<file path="src/rtl/agen_pkg.sv">
package agen_pkg;
  localparam int NUM_STAGES = 4;
  localparam int STG_W      = $clog2(NUM_STAGES);
  localparam int OFS_W      = 5;

  typedef enum logic [STG_W-1:0] {ST_HB1, ST_HB2, ST_HB3, ST_EQ} stage_e;

  // log2 of the ring divisor k1 for each stage
  function automatic int stage_shift(input int s);
    case (s)
      0:       return 0;
      1:       return 1;
      default: return 2;
    endcase
  endfunction

  // ring length k2 for each stage
  function automatic int stage_mod(input int s);
    case (s)
      0, 1:    return 1;
      2:       return 22;
      default: return 15;
    endcase
  endfunction

  // (a - b) mod m, with a and b each below m
  function automatic logic [OFS_W-1:0] ring_offset(input logic [OFS_W-1:0] a,
                                                   input logic [OFS_W-1:0] b,
                                                   input logic [OFS_W-1:0] m);
    logic signed [OFS_W+1:0] d;
    logic signed [OFS_W+1:0] sm;
    sm = $signed({2'b00, m});
    d  = $signed({2'b00, a}) - $signed({2'b00, b});
    if (d < 0)        d = d + sm;
    else if (d >= sm) d = d - sm;
    return d[OFS_W-1:0];
  endfunction
endpackage

</file>
<file path="src/rtl/agen_stage_ptr.sv">
module agen_stage_ptr #(
  parameter int SHIFT = 0,
  parameter int MOD   = 1,
  parameter int OF2_W = 11,
  parameter int PW    = 5
) (
  input  logic             clk,
  input  logic             rst,
  input  logic             step,
  input  logic             wrap,
  input  logic [OF2_W-1:0] of2_nxt,
  output logic [PW-1:0]    ptr
);
  localparam logic [OF2_W-1:0] LOWMASK = OF2_W'((1 << SHIFT) - 1);
  localparam logic [PW-1:0]    LAST    = PW'(MOD - 1);

  logic tick;
  assign tick = step && ((of2_nxt & LOWMASK) == '0);

  always_ff @(posedge clk) begin
    if (rst)               ptr <= '0;
    else if (step && wrap) ptr <= '0;
    else if (tick)         ptr <= (ptr == LAST) ? '0 : ptr + 1'b1;
  end


  ptr_range_chk: assert property (@(posedge clk) disable iff (rst)
    ptr <= LAST);


  ptr_hold_chk: assert property (@(posedge clk) disable iff (rst)
    !step |=> $stable(ptr));
endmodule

</file>
<file path="src/rtl/agen_sample_fifo.sv">
module agen_sample_fifo #(
  parameter int DATA_W = 20,
  parameter int DEPTH  = 4
) (
  input  logic              clk,
  input  logic              rst,
  input  logic              push,
  input  logic [DATA_W-1:0] push_data,
  input  logic              pop,
  output logic [DATA_W-1:0] pop_data,
  output logic              full,
  output logic              empty,
  output logic              err
);
  localparam int AW = (DEPTH > 1) ? $clog2(DEPTH) : 1;
  localparam int CW = $clog2(DEPTH + 1);
  localparam logic [AW-1:0] LASTA = AW'(DEPTH - 1);

  logic [DATA_W-1:0] mem [DEPTH];
  logic [AW-1:0]     wr_q, rd_q;
  logic [CW-1:0]     count_q;

  logic push_ok, pop_ok, push_drop, pop_drop;

  assign full      = (count_q == CW'(DEPTH));
  assign empty     = (count_q == '0);
  assign push_ok   = push && !full;
  assign pop_ok    = pop && !empty;
  assign push_drop = push && full;
  assign pop_drop  = pop && empty;
  assign pop_data  = mem[rd_q];

  always_ff @(posedge clk) begin
    if (push_ok) mem[wr_q] <= push_data;
  end

  always_ff @(posedge clk) begin
    if (rst) begin
      wr_q    <= '0;
      rd_q    <= '0;
      count_q <= '0;
      err     <= 1'b0;
    end else begin
      if (push_ok) wr_q <= (wr_q == LASTA) ? '0 : wr_q + 1'b1;
      if (pop_ok)  rd_q <= (rd_q == LASTA) ? '0 : rd_q + 1'b1;
      if (push_ok && !pop_ok)      count_q <= count_q + 1'b1;
      else if (pop_ok && !push_ok) count_q <= count_q - 1'b1;
      if (push_drop || pop_drop) err <= 1'b1;
    end
  end


  count_range_chk: assert property (@(posedge clk) disable iff (rst)
    count_q <= CW'(DEPTH));


  flags_excl_chk: assert property (@(posedge clk) disable iff (rst)
    !(full && empty));


  err_sticky_chk: assert property (@(posedge clk) disable iff (rst)
    err |=> err);


  push_drop_chk: assert property (@(posedge clk) disable iff (rst)
    (push_drop && !pop_ok) |=> ($stable(count_q) && $stable(wr_q)));


  pop_drop_chk: assert property (@(posedge clk) disable iff (rst)
    (pop_drop && !push_ok) |=> ($stable(count_q) && $stable(rd_q)));


  both_keep_chk: assert property (@(posedge clk) disable iff (rst)
    (push_ok && pop_ok) |=> $stable(count_q));
endmodule

</file>
<file path="src/rtl/decim_ring_agen.sv">
module decim_ring_agen
  import agen_pkg::*;
#(
  parameter int ADDR_W     = 8,
  parameter int DATA_W     = 20,
  parameter int FIFO_DEPTH = 4,
  parameter int OF2_WRAP   = 1320
) (
  input  logic              clk,
  input  logic              rst,
  input  logic [STG_W-1:0]  stage_sel,
  input  logic              seg_ld,
  input  logic [ADDR_W-1:0] seg_val,
  input  logic              of1_ld,
  input  logic [OFS_W-1:0]  of1_val,
  input  logic              of1_inc,
  input  logic              of2_inc,
  output logic [ADDR_W-1:0] addr,
  input  logic              push,
  input  logic [DATA_W-1:0] push_data,
  input  logic              pop,
  output logic [DATA_W-1:0] pop_data,
  output logic              full,
  output logic              empty,
  output logic              err
);
  localparam int OF2_W = $clog2(OF2_WRAP);
  localparam logic [OF2_W-1:0] OF2_LAST = OF2_W'(OF2_WRAP - 1);

  logic [ADDR_W-1:0] seg_q;
  logic [OFS_W-1:0]  of1_q;
  logic [OF2_W-1:0]  of2_q, of2_nxt;
  logic              of2_wrap;
  logic [OFS_W-1:0]  ptr_arr [NUM_STAGES];
  logic [OFS_W-1:0]  cur_ptr, cur_k2, offset, of1_up;

  assign of2_wrap = (of2_q == OF2_LAST);
  assign of2_nxt  = of2_wrap ? '0 : of2_q + 1'b1;

  for (genvar s = 0; s < NUM_STAGES; s++) begin : g_stage
    agen_stage_ptr #(
      .SHIFT(stage_shift(s)),
      .MOD  (stage_mod(s)),
      .OF2_W(OF2_W),
      .PW   (OFS_W)
    ) i_ptr (
      .clk    (clk),
      .rst    (rst),
      .step   (of2_inc),
      .wrap   (of2_wrap),
      .of2_nxt(of2_nxt),
      .ptr    (ptr_arr[s])
    );
  end

  always_comb begin
    cur_ptr = ptr_arr[stage_sel];
    cur_k2  = OFS_W'(stage_mod(int'(stage_sel)));
    offset  = ring_offset(of1_q, cur_ptr, cur_k2);
    of1_up  = ((of1_q + 1'b1) >= cur_k2) ? '0 : of1_q + 1'b1;
  end

  assign addr = seg_q + ADDR_W'(offset);

  always_ff @(posedge clk) begin
    if (rst) begin
      seg_q <= '0;
      of1_q <= '0;
      of2_q <= '0;
    end else begin
      if (seg_ld)       seg_q <= seg_val;
      if (of1_ld)       of1_q <= of1_val;
      else if (of1_inc) of1_q <= of1_up;
      if (of2_inc)      of2_q <= of2_nxt;
    end
  end

  agen_sample_fifo #(
    .DATA_W(DATA_W),
    .DEPTH (FIFO_DEPTH)
  ) i_fifo (
    .clk      (clk),
    .rst      (rst),
    .push     (push),
    .push_data(push_data),
    .pop      (pop),
    .pop_data (pop_data),
    .full     (full),
    .empty    (empty),
    .err      (err)
  );


  addr_off_chk: assert property (@(posedge clk) disable iff (rst)
    (of1_q < cur_k2) |-> (ADDR_W'(addr - seg_q) < ADDR_W'(cur_k2)));


  of2_hold_chk: assert property (@(posedge clk) disable iff (rst)
    !of2_inc |=> $stable(of2_q));


  of2_range_chk: assert property (@(posedge clk) disable iff (rst)
    of2_q < OF2_W'(OF2_WRAP));


  of1_wrap_chk: assert property (@(posedge clk) disable iff (rst)
    (of1_inc && !of1_ld && (of1_q == cur_k2 - 1'b1)) |=> (of1_q == '0));
endmodule

</file>
<file path="config.mk">
export PLATFORM = sky130hd
export DESIGN_NAME = decim_ring_agen
export DESIGN_NICKNAME = d
export VERILOG_FILES = /design/src/rtl/agen_pkg.sv /design/src/rtl/agen_stage_ptr.sv /design/src/rtl/agen_sample_fifo.sv /design/src/rtl/decim_ring_agen.sv
export SDC_FILE = /design/constraint.sdc
export NUM_CORES = 1
export LEC_CHECK = 0
export BUFFER_PORTS_ARGS = -buffer_cell sky130_fd_sc_hd__buf_2
export CORE_AREA = 3 3 109 111
export CTS_BUF_LIST = sky130_fd_sc_hd__clkbuf_2 sky130_fd_sc_hd__clkbuf_4 sky130_fd_sc_hd__clkbuf_8
export CTS_CLUSTER_DIAMETER = 120
export DETAILED_ROUTE_END_ITERATION = 12
export DIE_AREA = 0 0 112 114
export GPL_ROUTABILITY_DRIVEN = 0
export PLACE_DENSITY = 0.8
export SETUP_SLACK_MARGIN = 0.2
export SYNTH_ARGS = -nofsm -noshare
export SYNTH_HDL_FRONTEND = slang
export SYNTH_SLANG_ARGS = --single-unit
export TNS_END_PERCENT = 50
</file>
<file path="constraint.sdc">
create_clock -name clk -period 11.9 [get_ports clk]
set_input_delay 1.19 -clock clk [delete_from_list [all_inputs] [get_ports clk]]
set_output_delay 1.19 -clock clk [all_outputs]
set_load 0.01 [all_outputs]
</file>
==> results of run 1 <==
-- synth_stat cells (3+ instances only) --
cell type / number / area [um2]
edfxtp_1: 80 / 2400
dfxtp_1: 54 / 1080
nor2_1: 49 / 184
ha_1: 40 / 500
a21oi_1: 32 / 160
inv_1: 27 / 101
mux4_2: 25 / 563
nand2_1: 23 / 86.3
xor2_1: 18 / 158
clkbuf_1: 17 / 63.8
o21ai_0: 17 / 85.1
mux2i_1: 15 / 150
xnor2_1: 11 / 96.3
a21o_1: 10 / 75.1
and2_1: 10 / 62.6
nor3_1: 10 / 50.1
or3_1: 7 / 43.8
nor3b_1: 6 / 45.0
and3_1: 5 / 31.3
fa_1: 5 / 100
nand2b_1: 5 / 31.3
nand3_1: 5 / 25.0
o211ai_1: 5 / 37.5
or2_2: 5 / 31.3
a211oi_1: 4 / 30.0
nand4_1: 4 / 25.0
and4_1: 3 / 26.3
nor2b_1: 3 / 18.8
-- worst min-delay path by stage --
stage / start / to / slack [ps] / cells after the start
after floorplan: of2_q[1]$_SDFFE_PP0P_ / of2_q[1]$_SDFFE_PP0P_ / 460 / 2
after global placement: i_fifo.err$_SDFFE_PP0P_ / i_fifo.err$_SDFFE_PP0P_ / 450 / 2
after detailed placement: i_fifo.err$_SDFFE_PP0P_ / i_fifo.err$_SDFFE_PP0P_ / 450 / 2
after CTS: i_fifo.err$_SDFFE_PP0P_ / i_fifo.err$_SDFFE_PP0P_ / 470 / 2
after global routing: of2_q[1]$_SDFFE_PP0P_ / of2_q[1]$_SDFFE_PP0P_ / 520 / 2
final: i_fifo.err$_SDFFE_PP0P_ / i_fifo.err$_SDFFE_PP0P_ / 470 / 2
-- layer usage --
| metal | global-route usage | up-vias | wire [um] |
|---|---|---|---|
| li1 | - | 2098 | - |
| met1 | 0.260 | 2087 | 5440 |
| met2 | 0.363 | 110 | 6570 |
| met3 | 0.0419 | 22 | 605 |
| met4 | 0.0801 | 0 | 237 |
| met5 | 0 | - | 0 |
-- cells by family after synthesis --
family / share of synthesized area
XOR/XNOR: 0.0387
AO/OA/AOI/OAI: 0.0834
buffers and inverters: 0.0267
multiplexers: 0.112
AND/OR/NAND/NOR: 0.117
flip-flops: 0.531
adder cells (fa/ha/maj): 0.0916
-- worst max-delay path, cell delays in order --
cell     delay, ps
buf_2          190
mux4_2         520
inv_1          120
ha_1           240
nor2b_1        140
o31a_1         270
a21oi_1        260
ha_1           320
nand2_1         70
o41ai_1        560
or2_2          290
mux2i_1        180
o21ai_0        180
fa_1           530
a21o_1         180
a21oi_1        230
nor2b_1         70
o21ai_0        200
xnor2_1        140
buf_2          150
-- power breakdown --
part           internal, mW  total [mW]  switching, mW
Combinational         0.153       0.328          0.175
Clock                 0.157       0.357          0.200
Sequential            0.533       0.557         0.0241
Total                 0.843        1.24          0.399
-- cell type report --
class | instances | area (um2)
diodes | 1 | 2.50
clock buffers | 17 | 234
clock inverters | 15 | 154
fillers | 762 | 3460
inverters | 27 | 101
multi-input cells | 348 | 2900
flip-flops and latches | 134 | 3480
well taps | 140 | 175
repair buffers | 74 | 373
-- cell usage in the layout (no fill, tap or decap), drive strengths merged, types with 3 or more instances in the layout --
cell type	instances
clkinv	4
nor3	10
nand2	24
a211oi	4
nand4	4
and2	10
xor2	18
mux4	25
and4	3
or3	7
ha	40
xnor2	11
clkbuf	17
nor3b	6
nor2b	3
or2	5
o21ai	17
nand3	6
nand2b	5
buf	74
o211ai	5
mux2i	15
a21o	10
and3	5
dfxtp	54
fa	5
a21oi	33
inv	36
edfxtp	80
nor2	49
-- stage by stage --
stage | setup WS [ps] | hold slack [ps] | power [mW] | cell area, um2
5_1_grt | 4320 | 521 | 1.31 | 7420
4_1_cts | 4750 | 473 | 1.25 | 7420
6_report | 4680 | 470 | 1.24 | 7420
3_3_place_gp | 4960 | 449 | 0.883 | 7030
2_1_floorplan | 5040 | 463 | 0.794 | 6560
3_5_place_dp | 4750 | 453 | 0.899 | 7030
-- sequential cells by signal, summed over array words and instances (netlist names), named ones only --
name and flops:
g_stage.i_ptr.ptr 20, i_fifo.count_q 3, i_fifo.err 1, i_fifo.mem 80, i_fifo.rd_q 2, i_fifo.wr_q 2, of1_q 5, of2_q 11
seg_q 8
==> results.md, run 1 <==
* Total of warnings raised by yosys at 0
* CTS tree: done
* Rel. slew slack at 0.212
* Pin count of the biggest net entering global routing at 28
* Sequential area share after synthesis at 0.531
* GR Overflow Total at 0
* Root Driver: clkbuf_8
* Crit path time final at 7220 ps
* R2R depth at 6
* Placed Cells at 723
* Flops & latches, synth at 134
* Library cells used by synthesis at 54
* Buffers added on ports at 73
* Top_reg_cell synth: edfxtp_1
* Die W at 112 um
* Die Ht at 114 um
* Worst Path Arrival at 6030 ps
* Count of flip-flops with a built-in enable after synthesis at 80
* Maximum VDD drop at 0.0767 mV
* Initial antenna violation count at 1
* Util after Layout at 0.682
* CP Launch Point: stage_sel[0]
* Setup-failing EPs final at 0
* Hold WC Path Type: reg -> reg
* Clock transition at the registers of the reported paths at 80 ps
* Via-to-Cell Ratio at 5.71
* Synth Cell Area at 0.00656 mm2
* TNS Setup at 0 ps
* Via count at 4317
* Final HPWL DP at 9310 um
* Final net count at 690
* Worst flop-to-flop path startpoint: of2_q[0]$_SDFFE_PP0P_
* RR Endpoint: g_stage[0].i_ptr.ptr[3]$_SDFFE_PP0P_
* Cell Count, Final, Fillers Out at 756
* Status: finished, final reports clean
* Rows at 38
* Final-report hold violation count at 0
* Fin crit share at 0.606
* First-pass GRT wire length at 21200 um
* Drt drc at 0
* Initial Util at 0.603
* Post-route antenna net violation count at 0
* Worst Skew at 10.0 ps
* Critical Path RT at 10710 ps
* GRT Resource Usage Total at 0.209
* Drt pass-1 iters at 5
* Clock sink count at 134
* Worst setup endpoint: addr[6]
* CP endpoint kind: output port
* Post-Syn Nets at 616
* Leakage power at 2.88 nW
* RSZ-0062 raised after global routing: no
* Layout area overhead at 13.2%
* # Post-CTS Setup Buffers at 0
* Fmax at 139 MHz
* CP Launch Type: input pin
* CP Max Fanout at 7
* Max-cap viol count at 0
* Routed wire length at 12900 um
* Later-pin clock latency in the skew report at 430 ps
* Wirelength per Cell at 17.0 um
* Crit path kind: in -> out
* Clock buffer depth at 2
* Cells after Synth at 528
* Fraction of registers with async set/reset at 0
* R2R Setup Slk at 9290 ps
* Number of H-tree levels at 4
* Synth Area per Inst at 12.4 um2
* Pwr/cell area at 167 mW/mm2
* Die area at 0.0128 mm2
* Max-slew violation count at 0
* Worst slew pin tran at 1170 ps
* IO Pins at 74
* DRT iter0 DRCs at 256
* Vias in the first global route at 4500
* CTS resizes at 0
* Share of layout cells above drive strength 1 at 0.237
* Total CTS buffers at 17
* Hold_buf cts at 0
* Core area at 0.0109 mm2
No activity file was read; power rests on OpenSTA's default activity.
==> inputs of run 2 (changes only) <==
==> constraint.sdc (replaced) <==
create_clock -name clk -period 7.13 [get_ports clk]
set_input_delay 0.713 -clock clk [delete_from_list [all_inputs] [get_ports clk]]
set_output_delay 0.713 -clock clk [all_outputs]
set_load 0.01 [all_outputs]
==> run 2 against run 1 <==
Compared with the run above: clock power up 62%; sequential share of layout area up 0.071 points; design area down 0.15%; largest cell class unchanged.
==> results.md, run 2 (same netlist as run 1, synthesis figures left out) <==
* Hold_buf cts at 0 (unchanged)
* Cell Count, Final, Fillers Out at 757 (+0.13%)
* Leakage power at 2.87 nW (-0.26%)
* Biggest register: i_fifo.mem
* M2 GR Usage at 0.361 (-0.00240)
* Util after Layout at 0.681 (-0.00103)
* Status: finished, final reports clean
* CP endpoint kind: output port
* Fillers at 766 (+0.52%)
* Total CTS buffers at 17 (unchanged)
* GR Overflow Total at 0 (unchanged)
* Placed Cells at 724 (+0.14%)
* CTS tree: done
* CTS resizes at 0 (unchanged)
* Via count at 4353 (+0.83%)
* RSZ-0062 raised after global routing: no
* CP Max Fanout at 7 (unchanged)
* Root Driver: clkbuf_8
* Number of H-tree levels at 4 (unchanged)
* Initial Util at 0.603 (unchanged)
* Worst Skew at 9.38 ps (-0.649 ps)
* Rows at 38 (unchanged)
* Later-pin clock latency in the skew report at 430 ps (about the same)
* Fmax at 162 MHz
* Die W at 112 um (unchanged)
* Clock transition at the registers of the reported paths at 80 ps (about the same)
* Die Ht at 114 um (unchanged)
* First-pass GRT wire length at 21000 um (-1.0%)
* Pwr/cell area at 278 mW/mm2 (+66%)
* CP Launch Type: input pin
* Maximum VDD drop at 0.145 mV (+89%)
* Max-slew violation count at 0 (unchanged)
* TNS Setup at 0 ps (unchanged)
* Grt met1 use at 0.255 (-0.00499)
* Pin count of the biggest net entering global routing at 28 (unchanged)
* Worst Path Arrival at 5450 ps (-580 ps)
* Vias in the first global route at 4379 (-2.7%)
* Initial antenna violation count at 1 (unchanged)
* Critical Path RT at 6420 ps (-4290 ps)
* Largest register FFs at 80 (unchanged)
* Wirelength per Cell at 17.0 um (about the same)
* Rel. slew slack at 0.319 (+0.107)
* IO Pins at 74 (unchanged)
* Final net count at 691 (+0.14%)
* Most common cell after layout, fill and taps aside: edfxtp_1
* Clock sink count at 134 (unchanged)
* Largest regs: i_fifo.mem x80, g_stage.i_ptr.ptr x20, of2_q x11
* Most frequent cells in the layout: edfxtp_1, buf_2, dfxtp_1
* Total Power at 2.06 mW (+66%)
* Layout area overhead at 13.0%
* DRT iter0 DRCs at 186 (-27%)
* Drt drc at 0 (unchanged)
* Met3 usage at 0.0424 (+0.000531)
* Fin crit share at 0.864
* Max-cap viol count at 0 (unchanged)
* Die area at 0.0128 mm2 (unchanged)
* Crit path time final at 6160 ps
* Setup-failing EPs final at 0 (unchanged)
* Clock buffer depth at 2 (unchanged)
* Via-to-Cell Ratio at 5.75 (+0.70%)
* Routed wire length at 12900 um (about the same)
* Core area at 0.0109 mm2 (unchanged)
* Hold WC Path Type: reg -> reg
* GRT Resource Usage Total at 0.208 (-0.000670)
* GRT Max-Usage Layer: met2
* Drt pass-1 iters at 4 (-1)
* Share of layout cells above drive strength 1 at 0.237 (-0.000385)
* Post-route antenna net violation count at 0 (unchanged)
* Final HPWL DP at 9170 um (-1.5%)
* Final-report hold violation count at 0 (unchanged)
* Worst slew pin tran at 1020 ps (-149 ps)
* Crit path kind: in -> out
* # Post-CTS Setup Buffers at 0 (unchanged)
* Buffers added on ports at 73 (unchanged)
-- run 2: final cells by class --
cell class              count  area (um2)  area share
inverters                  27         101      0.0137
diodes                      1        2.50    0.000338
well taps                 140         175      0.0236
repair buffers             75         380      0.0513
clock buffers              17         234      0.0316
multi-input cells         348        2900       0.391
clock inverters            15         135      0.0182
flip-flops and latches    134        3480       0.470
-- run 2: metal layers --
layer / vias to the layer above / wire length (um)
met2: 118 / 6640
met3: 27 / 643
met5: - / 0
li1: 2107 / -
met4: 0 / 274
met1: 2101 / 5310
-- run 2: worst max-delay path: stages --
cell,delay [ps]
buf_2,190
mux4_2,510
inv_1,110
ha_1,230
nor2b_1,140
o31a_1,280
a21oi_1,280
ha_1,290
nand2_1,70
o41ai_1,560
or2_2,290
mux2i_1,190
o21ai_0,160
fa_1,460
a21o_1,170
a21oi_1,220
nor2b_1,70
o21ai_0,210
xnor2_1,140
buf_2,140
-- run 2: per-stage QoR --
stage / instance area, um2 / hold WS [ps] / setup WS (ps)
after global placement: 7040 / 449 / 1190
after floorplan: 6560 / 463 / 1220
after detailed placement: 7040 / 460 / 1000
after CTS: 7410 / 466 / 984
final: 7410 / 474 / 968
after global routing: 7410 / 465 / 508
-- run 2: where the power goes --
group / switching [mW] / internal (mW)
registers: 0.0408 / 0.890
logic: 0.293 / 0.257
clock network: 0.325 / 0.254
total: 0.659 / 1.40
-- run 2: path summary, 6_finish.rpt --
path	slack, ps	from	cells after the start	end
setup / recovery	970	stage_sel[0]	20	addr[6]
hold / removal	470	i_fifo.err$_SDFFE_PP0P_	2	i_fifo.err$_SDFFE_PP0P_
setup reg to reg	4440	of2_q[0]$_SDFFE_PP0P_	6	g_stage[0].i_ptr.ptr[3]$_SDFFE_PP0P_
hold reg to reg	470	i_fifo.err$_SDFFE_PP0P_	2	i_fifo.err$_SDFFE_PP0P_
==> inputs of run 3 (changes only) <==
--- a/config.mk
+++ b/config.mk
@@ -5,7 +5,7 @@
 export SDC_FILE = /design/constraint.sdc
 export NUM_CORES = 1
 export LEC_CHECK = 0
-export BUFFER_PORTS_ARGS = -buffer_cell sky130_fd_sc_hd__buf_2
+export BUFFER_PORTS_ARGS = -buffer_cell sky130_fd_sc_hd__buf_4
 export CORE_AREA = 3 3 109 111
 export CTS_BUF_LIST = sky130_fd_sc_hd__clkbuf_2 sky130_fd_sc_hd__clkbuf_4 sky130_fd_sc_hd__clkbuf_8
 export CTS_CLUSTER_DIAMETER = 120
==> run 3 against run 2 <==
Compared with the run above: setup slack improved by 6.0 ps; sequential cell count did not move; critical path type unchanged; global-route usage rose by 0.18 points; critical endpoint unchanged; largest cell class unchanged; cell count fell by 0.13%; maximum frequency barely moved.
==> results.md, run 3 (same netlist as run 1, synthesis figures left out) <==
* Worst slew pin tran at 1030 ps (+10.8 ps)
* Final Cell Area at 0.00764 mm2 (+3.1%)
* Fmax at 162 MHz (about the same)
* Max-cap viol count at 0 (unchanged)
* Clock transition at the registers of the reported paths at 80 ps (about the same)
* Initial Util at 0.603 (unchanged)
* R2R Setup Slk at 4450 ps (about the same)
* Switching Share at 0.305 (-0.0153)
* Wirelength per Cell at 17.0 um (-0.12%)
* Critical Path RT at 6420 ps (about the same)
* CP Launch Type: input pin
* Hold WC Path Type: reg -> reg
* CTS tree: done
* Vias in the first global route at 4305 (-1.7%)
* CP Launch Point: stage_sel[0]
* Crit path time final at 6160 ps (-5.98 ps)
* Post-DP Area at 0.00722 mm2 (+2.6%)
* Share of layout cells above drive strength 1 at 0.239 (+0.00162)
* DRT iter0 DRCs at 283 (+52%)
* RR Endpoint: g_stage[0].i_ptr.ptr[3]$_SDFFE_PP0P_
* Most common cell after layout, fill and taps aside: edfxtp_1
* Clock sink count at 134 (unchanged)
* Fillers at 748 (-2.3%)
* GRT Resource Usage Total at 0.210 (+0.00180)
* Routed wire length at 12800 um (-0.25%)
* Buffers added on ports at 73 (unchanged)
* Number of H-tree levels at 4 (unchanged)
* Hold slack at 478 ps (+4.35 ps)
* Final HPWL DP at 9000 um (-1.8%)
* Register Area at 0.00348 mm2 (unchanged)
* CP endpoint kind: output port
* Total CTS buffers at 17 (unchanged)
* Post-route antenna net violation count at 0 (unchanged)
* Core area at 0.0109 mm2 (unchanged)
* Die W at 112 um (unchanged)
* R2R depth at 6 (unchanged)
* Final-report hold violation count at 0 (unchanged)
* Via-to-Cell Ratio at 5.71 (-0.70%)
* Clock buffer depth at 2 (unchanged)
* Crit path kind: in -> out
* Most frequent cells in the layout: edfxtp_1, buf_4, dfxtp_1
* Worst Path Arrival at 5440 ps (about the same)
* Largest register FFs at 80 (unchanged)
* Hold_buf cts at 0 (unchanged)
* Rel. slew slack at 0.312 (-0.00722)
* Comb pwr share at 0.276 (+0.009)
* Via count at 4317 (-0.83%)
* Worst Skew at 9.43 ps (+0.0484 ps)
* CTS resizes at 0 (unchanged)
* Layout area overhead at 16.5%
* Multi-input logic area at 0.00290 mm2 (unchanged)
* Drt pass-1 iters at 4 (unchanged)
* Fin crit share at 0.863 (about the same)
* Max-slew violation count at 0 (unchanged)
* Die Ht at 114 um (unchanged)
* GR Overflow Total at 0 (unchanged)
* First-pass GRT wire length at 21100 um (+0.69%)
* Final net count at 691 (unchanged)
* Antenna fix cells at 0 (-1)
* Root Driver: clkbuf_8
* Biggest register: i_fifo.mem
* Initial antenna violation count at 0 (-1)
* Int Power at 1.52 mW (+8.5%)
* Die area at 0.0128 mm2 (unchanged)
* CP Max Fanout at 7 (unchanged)
* Maximum VDD drop at 0.194 mV (+34%)
* TNS Setup at 0 ps (unchanged)
* Status: finished, final reports clean
* Worst flop-to-flop path startpoint: of2_q[0]$_SDFFE_PP0P_
* Later-pin clock latency in the skew report at 420 ps (about the same)
* RSZ-0062 raised after global routing: no
* Sequential share of power at 0.426 (-0.026)
* Rows at 38 (unchanged)
* Pwr/cell area at 286 mW/mm2 (+2.9%)
* Psw at 0.666 mW (+1.1%)
* Worst setup endpoint: addr[6]
* Leakage power at 2.96 nW (+2.9%)
* Pin count of the biggest net entering global routing at 28 (unchanged)
* Drt drc at 0 (unchanged)
* IO Pins at 74 (unchanged)
* Clock Power Share at 0.298 (+0.017)
* Largest regs: i_fifo.mem x80, g_stage.i_ptr.ptr x20, of2_q x11
* # Post-CTS Setup Buffers at 0 (unchanged)
* Setup-failing EPs final at 0 (unchanged)
[run 3: worst max-delay path, stage by stage]
cell	delay (ps)
buf_4	150
mux4_2	500
inv_1	110
ha_1	230
nor2b_1	140
o31a_1	280
a21oi_1	260
ha_1	300
nand2_1	80
o41ai_1	560
or2_2	290
mux2i_1	190
o21ai_0	180
fa_1	480
a21o_1	180
a21oi_1	210
nor2b_1	70
o21ai_0	220
xnor2_1	160
buf_4	150
[run 3: final cells by class]
cell class | count | share of cell area
inverters | 27 | 0.0133
repair buffers | 75 | 0.0737
clock buffers | 17 | 0.0306
well taps | 140 | 0.0229
flip-flops and latches | 134 | 0.456
clock inverters | 15 | 0.0242
multi-input cells | 348 | 0.380
[run 3: how the worst min path moves through the flow]
| stage | end | depth (start not counted) | slack, ps | startpoint |
|---|---|---|---|---|
| finish | i_fifo.err$_SDFFE_PP0P_ | 2 | 480 | i_fifo.err$_SDFFE_PP0P_ |
| global route | i_fifo.mem[0][11]$_DFFE_PP_ | 1 | 440 | push_data[11] |
| CTS | i_fifo.mem[1][11]$_DFFE_PP_ | 1 | 450 | push_data[11] |
| detailed placement | i_fifo.err$_SDFFE_PP0P_ | 2 | 460 | i_fifo.err$_SDFFE_PP0P_ |
| global placement | i_fifo.err$_SDFFE_PP0P_ | 2 | 450 | i_fifo.err$_SDFFE_PP0P_ |
| floorplan | of2_q[1]$_SDFFE_PP0P_ | 2 | 460 | of2_q[1]$_SDFFE_PP0P_ |
[run 3: through the flow]
stage	total power [mW]	util	worst slack (ps)	instances
after global placement	1.53	0.664	1250	724
final	2.19	0.702	974	756
after global routing	2.30	0.702	577	756
after CTS	2.21	0.702	969	756
after floorplan	1.32	-	1220	528
after detailed placement	1.55	0.664	987	724
[run 3: per-layer routing]
| metal | vias to the layer above | track usage | part of all wire |
|---|---|---|---|
| met5 | - | 0 | 0 |
| met4 | 0 | 0.0825 | 0.013 |
| met3 | 14 | 0.0483 | 0.053 |
| met2 | 125 | 0.349 | 0.50 |
| met1 | 2077 | 0.271 | 0.43 |
| li1 | 2101 | - | - |
[run 3: power by group through the flow]
stage               clock (mW)  sequential (mW)  combinational (mW)
floorplan                    0            0.930               0.395
global placement             0            0.943               0.586
detailed placement           0            0.950               0.605
CTS                      0.663            0.933               0.609
global route             0.700            0.940               0.662
finish                   0.651            0.932               0.604
